## src/rtl/tick_timer_pkg.sv

```systemverilog
package tick_timer_pkg;

  localparam int unsigned REG_W = 8;

  // bit positions of the single register, shared by decode and read image
  localparam int unsigned B_OVF_FLAG = 7;
  localparam int unsigned B_RT_FLAG  = 6;
  localparam int unsigned B_OVF_EN   = 5;
  localparam int unsigned B_RT_EN    = 4;
  localparam int unsigned B_OVF_CLR  = 3;
  localparam int unsigned B_RT_CLR   = 2;

  typedef struct packed {
    logic       ovf_flag;
    logic       rt_flag;
    logic       ovf_en;
    logic       rt_en;
    logic [1:0] rate;
  } tmr_state_t;

  // true when bits [k-1:0] of c are all ones (k may be 0)
  function automatic logic low_all_ones(input logic [31:0] c, input int unsigned k);
    logic [31:0] m;
    m = (k >= 32) ? 32'hFFFF_FFFF : ((32'd1 << k) - 32'd1);
    return (c & m) == m;
  endfunction

  // true when the next increment of c makes bit k go 0 -> 1
  function automatic logic stage_rises(input logic [31:0] c, input int unsigned k);
    return (c[k] == 1'b0) && low_all_ones(c, k);
  endfunction

  // read image: strobe positions always read zero
  function automatic logic [REG_W-1:0] pack_image(input tmr_state_t s);
    logic [REG_W-1:0] v;
    v = '0;
    v[B_OVF_FLAG] = s.ovf_flag;
    v[B_RT_FLAG]  = s.rt_flag;
    v[B_OVF_EN]   = s.ovf_en;
    v[B_RT_EN]    = s.rt_en;
    v[1:0]        = s.rate;
    return v;
  endfunction

endpackage

```

## src/rtl/tick_chain.sv

```systemverilog
module tick_chain #(
  parameter int unsigned CHAIN_W = 18
) (
  input  logic               clk,
  input  logic               rst_n,
  input  logic               tick,
  output logic [CHAIN_W-1:0] cnt
);

  always_ff @(posedge clk or negedge rst_n) begin
    if (!rst_n)    cnt <= '0;
    else if (tick) cnt <= cnt + 1'b1;
  end

endmodule

```

## src/rtl/tick_event_detect.sv

```systemverilog
module tick_event_detect
  import tick_timer_pkg::*;
#(
  parameter int unsigned CHAIN_W   = 18,
  parameter int unsigned LOW_W     = 8,
  parameter int unsigned RATE_BASE = 14
) (
  input  logic [CHAIN_W-1:0] cnt,
  input  logic               tick,
  input  logic [1:0]         rate,
  output logic               ovf_evt,
  output logic               rt_evt
);

  localparam int unsigned N_TAPS = 4;

  logic [31:0]       cnt_ext;
  logic [N_TAPS-1:0] tap_rise;

  assign cnt_ext = {{(32-CHAIN_W){1'b0}}, cnt};

  // wrap of the low stages: they are all ones and about to advance
  assign ovf_evt = tick && low_all_ones(cnt_ext, LOW_W);

  // each candidate tap judged from the count itself, so a change of
  // select cannot fabricate an edge
  for (genvar g = 0; g < N_TAPS; g++) begin : g_tap
    assign tap_rise[g] = stage_rises(cnt_ext, RATE_BASE - 1 + g);
  end

  assign rt_evt = tick && tap_rise[rate];

endmodule

```

## src/rtl/tick_ctl_reg.sv

```systemverilog
module tick_ctl_reg
  import tick_timer_pkg::*;
(
  input  logic             clk,
  input  logic             rst_n,
  input  logic             wr_stb,
  input  logic [REG_W-1:0] wdata,
  input  logic             ovf_evt,
  input  logic             rt_evt,
  output tmr_state_t       st
);

  logic clr_ovf;
  logic clr_rt;

  assign clr_ovf = wr_stb && wdata[B_OVF_CLR];
  assign clr_rt  = wr_stb && wdata[B_RT_CLR];

  always_ff @(posedge clk or negedge rst_n) begin
    if (!rst_n) begin
      st.ovf_flag <= 1'b0;
      st.rt_flag  <= 1'b0;
      st.ovf_en   <= 1'b0;
      st.rt_en    <= 1'b0;
      st.rate     <= 2'b11;
    end else begin
      // set has priority over clear
      if (ovf_evt)      st.ovf_flag <= 1'b1;
      else if (clr_ovf) st.ovf_flag <= 1'b0;
      if (rt_evt)       st.rt_flag  <= 1'b1;
      else if (clr_rt)  st.rt_flag  <= 1'b0;
      if (wr_stb) begin
        st.ovf_en <= wdata[B_OVF_EN];
        st.rt_en  <= wdata[B_RT_EN];
        st.rate   <= wdata[1:0];
      end
    end
  end

endmodule

```

## src/rtl/tick_timer_ctl.sv

```systemverilog
module tick_timer_ctl
  import tick_timer_pkg::*;
#(
  parameter int unsigned LOW_W     = 8,
  parameter int unsigned RATE_BASE = 14
) (
  input  logic             clk,
  input  logic             rst_n,
  input  logic             tick,
  input  logic             reg_sel,
  input  logic             reg_wr,
  input  logic [REG_W-1:0] reg_wdata,
  output logic [REG_W-1:0] reg_rdata,
  output logic             irq_ovf,
  output logic             irq_rt
);

  localparam int unsigned CHAIN_W = RATE_BASE + 4;

  logic [CHAIN_W-1:0] cnt;
  logic               ovf_evt;
  logic               rt_evt;
  logic               wr_stb;
  tmr_state_t         st;
  logic               ovf_flag;
  logic               rt_flag;
  logic               ovf_en;
  logic               rt_en;
  logic [1:0]         rate;

  assign wr_stb   = reg_sel && reg_wr;
  assign ovf_flag = st.ovf_flag;
  assign rt_flag  = st.rt_flag;
  assign ovf_en   = st.ovf_en;
  assign rt_en    = st.rt_en;
  assign rate     = st.rate;

  tick_chain #(.CHAIN_W(CHAIN_W)) u_chain (
    .clk   (clk),
    .rst_n (rst_n),
    .tick  (tick),
    .cnt   (cnt)
  );

  tick_event_detect #(
    .CHAIN_W   (CHAIN_W),
    .LOW_W     (LOW_W),
    .RATE_BASE (RATE_BASE)
  ) u_evt (
    .cnt     (cnt),
    .tick    (tick),
    .rate    (rate),
    .ovf_evt (ovf_evt),
    .rt_evt  (rt_evt)
  );

  tick_ctl_reg u_reg (
    .clk     (clk),
    .rst_n   (rst_n),
    .wr_stb  (wr_stb),
    .wdata   (reg_wdata),
    .ovf_evt (ovf_evt),
    .rt_evt  (rt_evt),
    .st      (st)
  );

  assign reg_rdata = reg_sel ? pack_image(st) : '0;
  assign irq_ovf   = ovf_flag && ovf_en;
  assign irq_rt    = rt_flag && rt_en;

endmodule

```

## config.mk

```make
export PLATFORM = sky130hd
export DESIGN_NAME = tick_timer_ctl
export DESIGN_NICKNAME = d
export VERILOG_FILES = /design/src/rtl/tick_timer_pkg.sv /design/src/rtl/tick_chain.sv /design/src/rtl/tick_event_detect.sv /design/src/rtl/tick_ctl_reg.sv /design/src/rtl/tick_timer_ctl.sv
export SDC_FILE = /design/constraint.sdc
export NUM_CORES = 1
export LEC_CHECK = 0
export ABC_AREA = 1
export BUFFER_PORTS_ARGS = -buffer_cell sky130_fd_sc_hd__buf_4
export CORE_MARGIN = 10
export CORE_UTILIZATION = 50
export DETAILED_ROUTE_END_ITERATION = 10
export GPL_ROUTABILITY_DRIVEN = 0
export PLACE_DENSITY = 0.73
export SETUP_SLACK_MARGIN = 0.05
export SLEW_MARGIN = 20
export SYNTH_ARGS = -nofsm -noshare
export SYNTH_HDL_FRONTEND = slang
export SYNTH_SLANG_ARGS = --single-unit
```

## constraint.sdc

```tcl
create_clock -name clk -period 4.6 [get_ports clk]
set_input_delay 0.69 -clock clk [delete_from_list [all_inputs] [get_ports clk]]
set_output_delay 0.69 -clock clk [all_outputs]
set_load 0.01 [all_outputs]
```

## Yosys cells after proc, flatten, opt, wreduce, memory -nomap -nowiden

Index checks and enable logic that the tools add are counted.

- Output and inout bits: 10
- Bits of input ports: 13
- Register bits: 24

- Add/sub/neg operators: 1
- Bitwise operators: 4
- Magnitude comparators: 1
- Eq/ne operators: 5
- Multiplexer cells: 7
- Reduce and logical (&&, ||, !) cells: 13

Operator list:

| cell | count |
|---|---|
| adder 18 x 1 -> 18 bit (second input constant) | 1 |
| == test 16 bit (second input constant) | 1 |
| == test 15 bit (second input constant) | 1 |
| == test 14 bit (second input constant) | 1 |
| == test 13 bit (second input constant) | 1 |
| logical AND 1 bit | 11 |
| == test 8 bit (second input constant) | 1 |
| 2-to-1 mux 8 bit | 1 |
| 2-to-1 mux 1 bit | 5 |
| NOT 1 bit | 4 |
| nonzero test 2 bit | 2 |
| < comparator 2 x 3 -> 1 bit (second input constant) | 1 |
| binary-select mux 1 bit (select 2 bit) | 1 |

## Longest topological paths before layout

- Depth after elaboration: 6
- Mapped depth: 10
- Gate-level depth less buffers: 10

## Cells and area by module

Synthesis repeated with hierarchy kept, for this count alone.

- Cell total of the unflattened synthesis: 180
- Area total of the unflattened synthesis: 1373.8 um^2

By module, submodules not included:

| module | instances | cells an instance | area each (um^2) |
|---|---|---|---|
| tick_chain | 1 | 107 | 932.1 |
| tick_ctl_reg | 1 | 27 | 244.0 |
| tick_event_detect | 1 | 25 | 111.4 |
| tick_timer_ctl | 1 | 21 | 86.3 |

## Worst setup path after synthesis

No wires, ideal clock.

- Kind: input to output
- From: input port reg_sel
- To: output port reg_rdata[0]
- Required time: 3.910 ns
- Path buffers: 1
- Path slack: 2.936 ns
- Data arrival time: 0.974 ns
- Stages on the path: 3
- Path through: buf_2 -> nand2_1 -> inv_1

- Longest elaborated chain between the ends: 1

Ends and longest elaborated chain:

| what | line | text |
|---|---|---|
| start, declared | tick_timer_ctl.sv:10 | `input logic reg_sel,` |
| 2-to-1 mux 8 bit | tick_timer_ctl.sv:67 | `assign reg_rdata = reg_sel ? pack_image(st) : '0;` |
| end, declared | tick_timer_ctl.sv:13 | `output logic [REG_W-1:0] reg_rdata,` |

Every way passes these cells.

## Worst setup path after layout

- From: register, netlist name u_reg.st[0]
- To: output port reg_rdata[0]

- Longest elaborated chain between the ends: 1

Ends and longest elaborated chain:

| what | line |
|---|---|
| 2-to-1 mux 8 bit | tick_timer_ctl.sv:67 |

Every way passes these cells.

==> metrics.csv <==
metric,value,unit
switching_share,32.1,%
synth_warnings,0,
final_core_util,62.1,%
cp.arrival,1.09,ns
seq_area_frac_synth,46.9,%
peakVddDrop,0.000242,V
cp_num_buf_inv,2,
clock_latency,0.30,ns
clock_skew,0.00935,ns
comb_power_share,23.9,%
synthesis.area,1230,um2
fmax,0.563,GHz
fp.dieH,69.6,um
yosys.area_share.xor_xnor,9.24,%
async_flop_share,100,%
first_pass_iters,4,
whs,0.249,ns
synth_cells,146,
coreArea,2280,um2
drt-total-wl,2200,um
critical_path_peak_fanout,5,
n_fill_cell,215,
cp.depth,3,
synth_fa_ha_area_share,2.03,%
period_share,38.6,%
cts_resized,0,
synth-seq-cells,23,
die_area,4850,um2
start_util,54.2,%
antenna_found_initial,0,
r2r_start,u_chain.cnt[0],
grt-ovfl-total,0,
htreeDepth,1,
finalSetupViolCount,0,
drive_above_1_share,24.7,%
avgRoutedWirePerCell,11.3,um
status,"finished, final reports clean",
regArea,578,um2
worst_setup_path_start_kind,flip-flop,
diodes,0,
clk_pin_slew,0.13,ns
synthTopCellsByArea,"dfrtp_1 43%, nand2_1 12%, inv_1 7.6%, xor2_1 5.7%, dfstp_2 4.3%",
port_buffers,18,
crit_chain,nand2_1 > inv_1 > buf_4,
synthDistinctLibCells,23,
power.leakage,0.805,nW
postCtsSetupRepairBufs,0,
synth-simple-area-share,28.1,%
grt.total_usage,9.39,%
drtIter0Drc,21,
seqPwrFrac,57.4,%
r2r_end,u_chain.cnt[16],
yosysTopAreaCellShare,42.6,%
drtAntennaViolNets,0,
stdcell_count,194,
cts_root_buf,clkbuf_4,
avgSynthCellArea,8.44,um2
report.final.hold_viol_count,0,
final_nets,182,
slew_violations,0,
rows,17,
startpoint,u_reg.st[0],
cp_data_required_time,3.91,ns
synth_top_family_by_area,simple AND/OR/NAND/NOR gates,
placed_cells,190,
cpLargestDelayFamily,flip-flops,
critPathSlowestCell,dfstp_2,
syn_to_final_growth,14.7,%
grt_pass1_wl,3950,um
hold_buffers,0,
p_int,0.323,mW
io_pins,23,
slowest_delay,0.58,ns
rrSetupSlack,2.93,ns
grt_pass1_vias,919,
r2r_cells,6,
pwr_density_cell,337,nW/um2
hpwl,1750,um
cts_tree,built,
synth_compound_area_share,2.34,%
vias,918,
tns,0,ns
grt_start_max_net_pins,24,
cp-end-kind,output port,
place_area,1390,um2
final_cell_mix,"38 x nand2_1, 25 x inv_1, 21 x dfrtp_1, 18 x buf_4, 11 x nor2_1",
yosysTopAreaCell,dfrtp_1,
drc,0,
die_w,69.6,um
clock_path_buffers,2,
multi_input_area,544,um2
p_clk_share,18.7,%
fin_area,1410,um2
cts.sinks,23,
hold_class,input port to async pin,
synth_ff_type,dfrtp_1,
rsz0062_at_grt,false,
layout.cells.most_common,nand2_1,
p_switching,0.153,mW
muxShareOfSynthArea,1.83,%
path_class,flip-flop to output port,
max-cap-violations,0,
vias_per_cell,4.73,
numCtsBuffers,3,
layout_min_cycle_time,1.78,ns
synth_edf_count,0,
metal layers:
layer | vias to the layer above | part of all wire (%) | global-route usage (%)
met5 | - | 0 | 0
met4 | 0 | 0.46 | 1.96
met3 | 2 | 6.6 | 3.42
met2 | 22 | 47 | 16.0
met1 | 420 | 46 | 11.0
li1 | 474 | - | -
synthesized netlist by cell type (3+ instances only):
library cell / number
nand3_1: 6
nor2_1: 11
nand3_2: 3
nand2_1: 38
xnor2_1: 5
nor2_2: 3
xor2_1: 8
dfrtp_1: 21
inv_1: 25
a21oi_1: 3
nand2_2: 4
power by group through the flow:
stage	Clock, mW	Sequential, mW	Combinational, mW
final	0.0891	0.274	0.114
after detailed placement	0	0.277	0.115
after global placement	0	0.276	0.113
after global routing	0.104	0.281	0.133
after CTS	0.0950	0.274	0.117
after floorplan	0	0.271	0.0830
final cells by class:
class,instances,share of cell area (%)
clock inverter,1,0.354
sequential,23,40.9
inverter,25,6.64
multi-input combinational,96,38.5
tap,28,2.48
clock buffer,3,1.59
timing repair buffer,18,9.56
kinds of logic (layout without fill, tap and decap cells):
logic type	Yosys count	count (layout)
and+or+nand+nor	72	72
other	1	2
buffers and inverters	28	47
muxes	2	2
DFF	23	23
AOI/OAI and AO/OA	5	5
adders and majority gates	2	2
xor gates and xnor gates	13	13
metrics by stage:
step	total power [mW]	setup WS, ns
floorplan	0.354	2.94
global placement	0.388	2.86
CTS	0.486	2.80
finish	0.477	2.82
detailed placement	0.393	2.84
global route	0.517	2.75
how the worst max path moves through the flow:
| stage | end | slack [ns] |
|---|---|---|
| after floorplan | reg_rdata[0] | 2.94 |
| after global placement | reg_rdata[1] | 2.86 |
| after detailed placement | reg_rdata[6] | 2.84 |
| after CTS | reg_rdata[0] | 2.80 |
| after global routing | reg_rdata[0] | 2.75 |
| final | reg_rdata[0] | 2.82 |
state kept, by name (all words and copies together), names as in the netlist:
name	flops
u_chain.cnt	17
u_reg.st	6
Note: power is estimated with default switching activity, not from simulation.
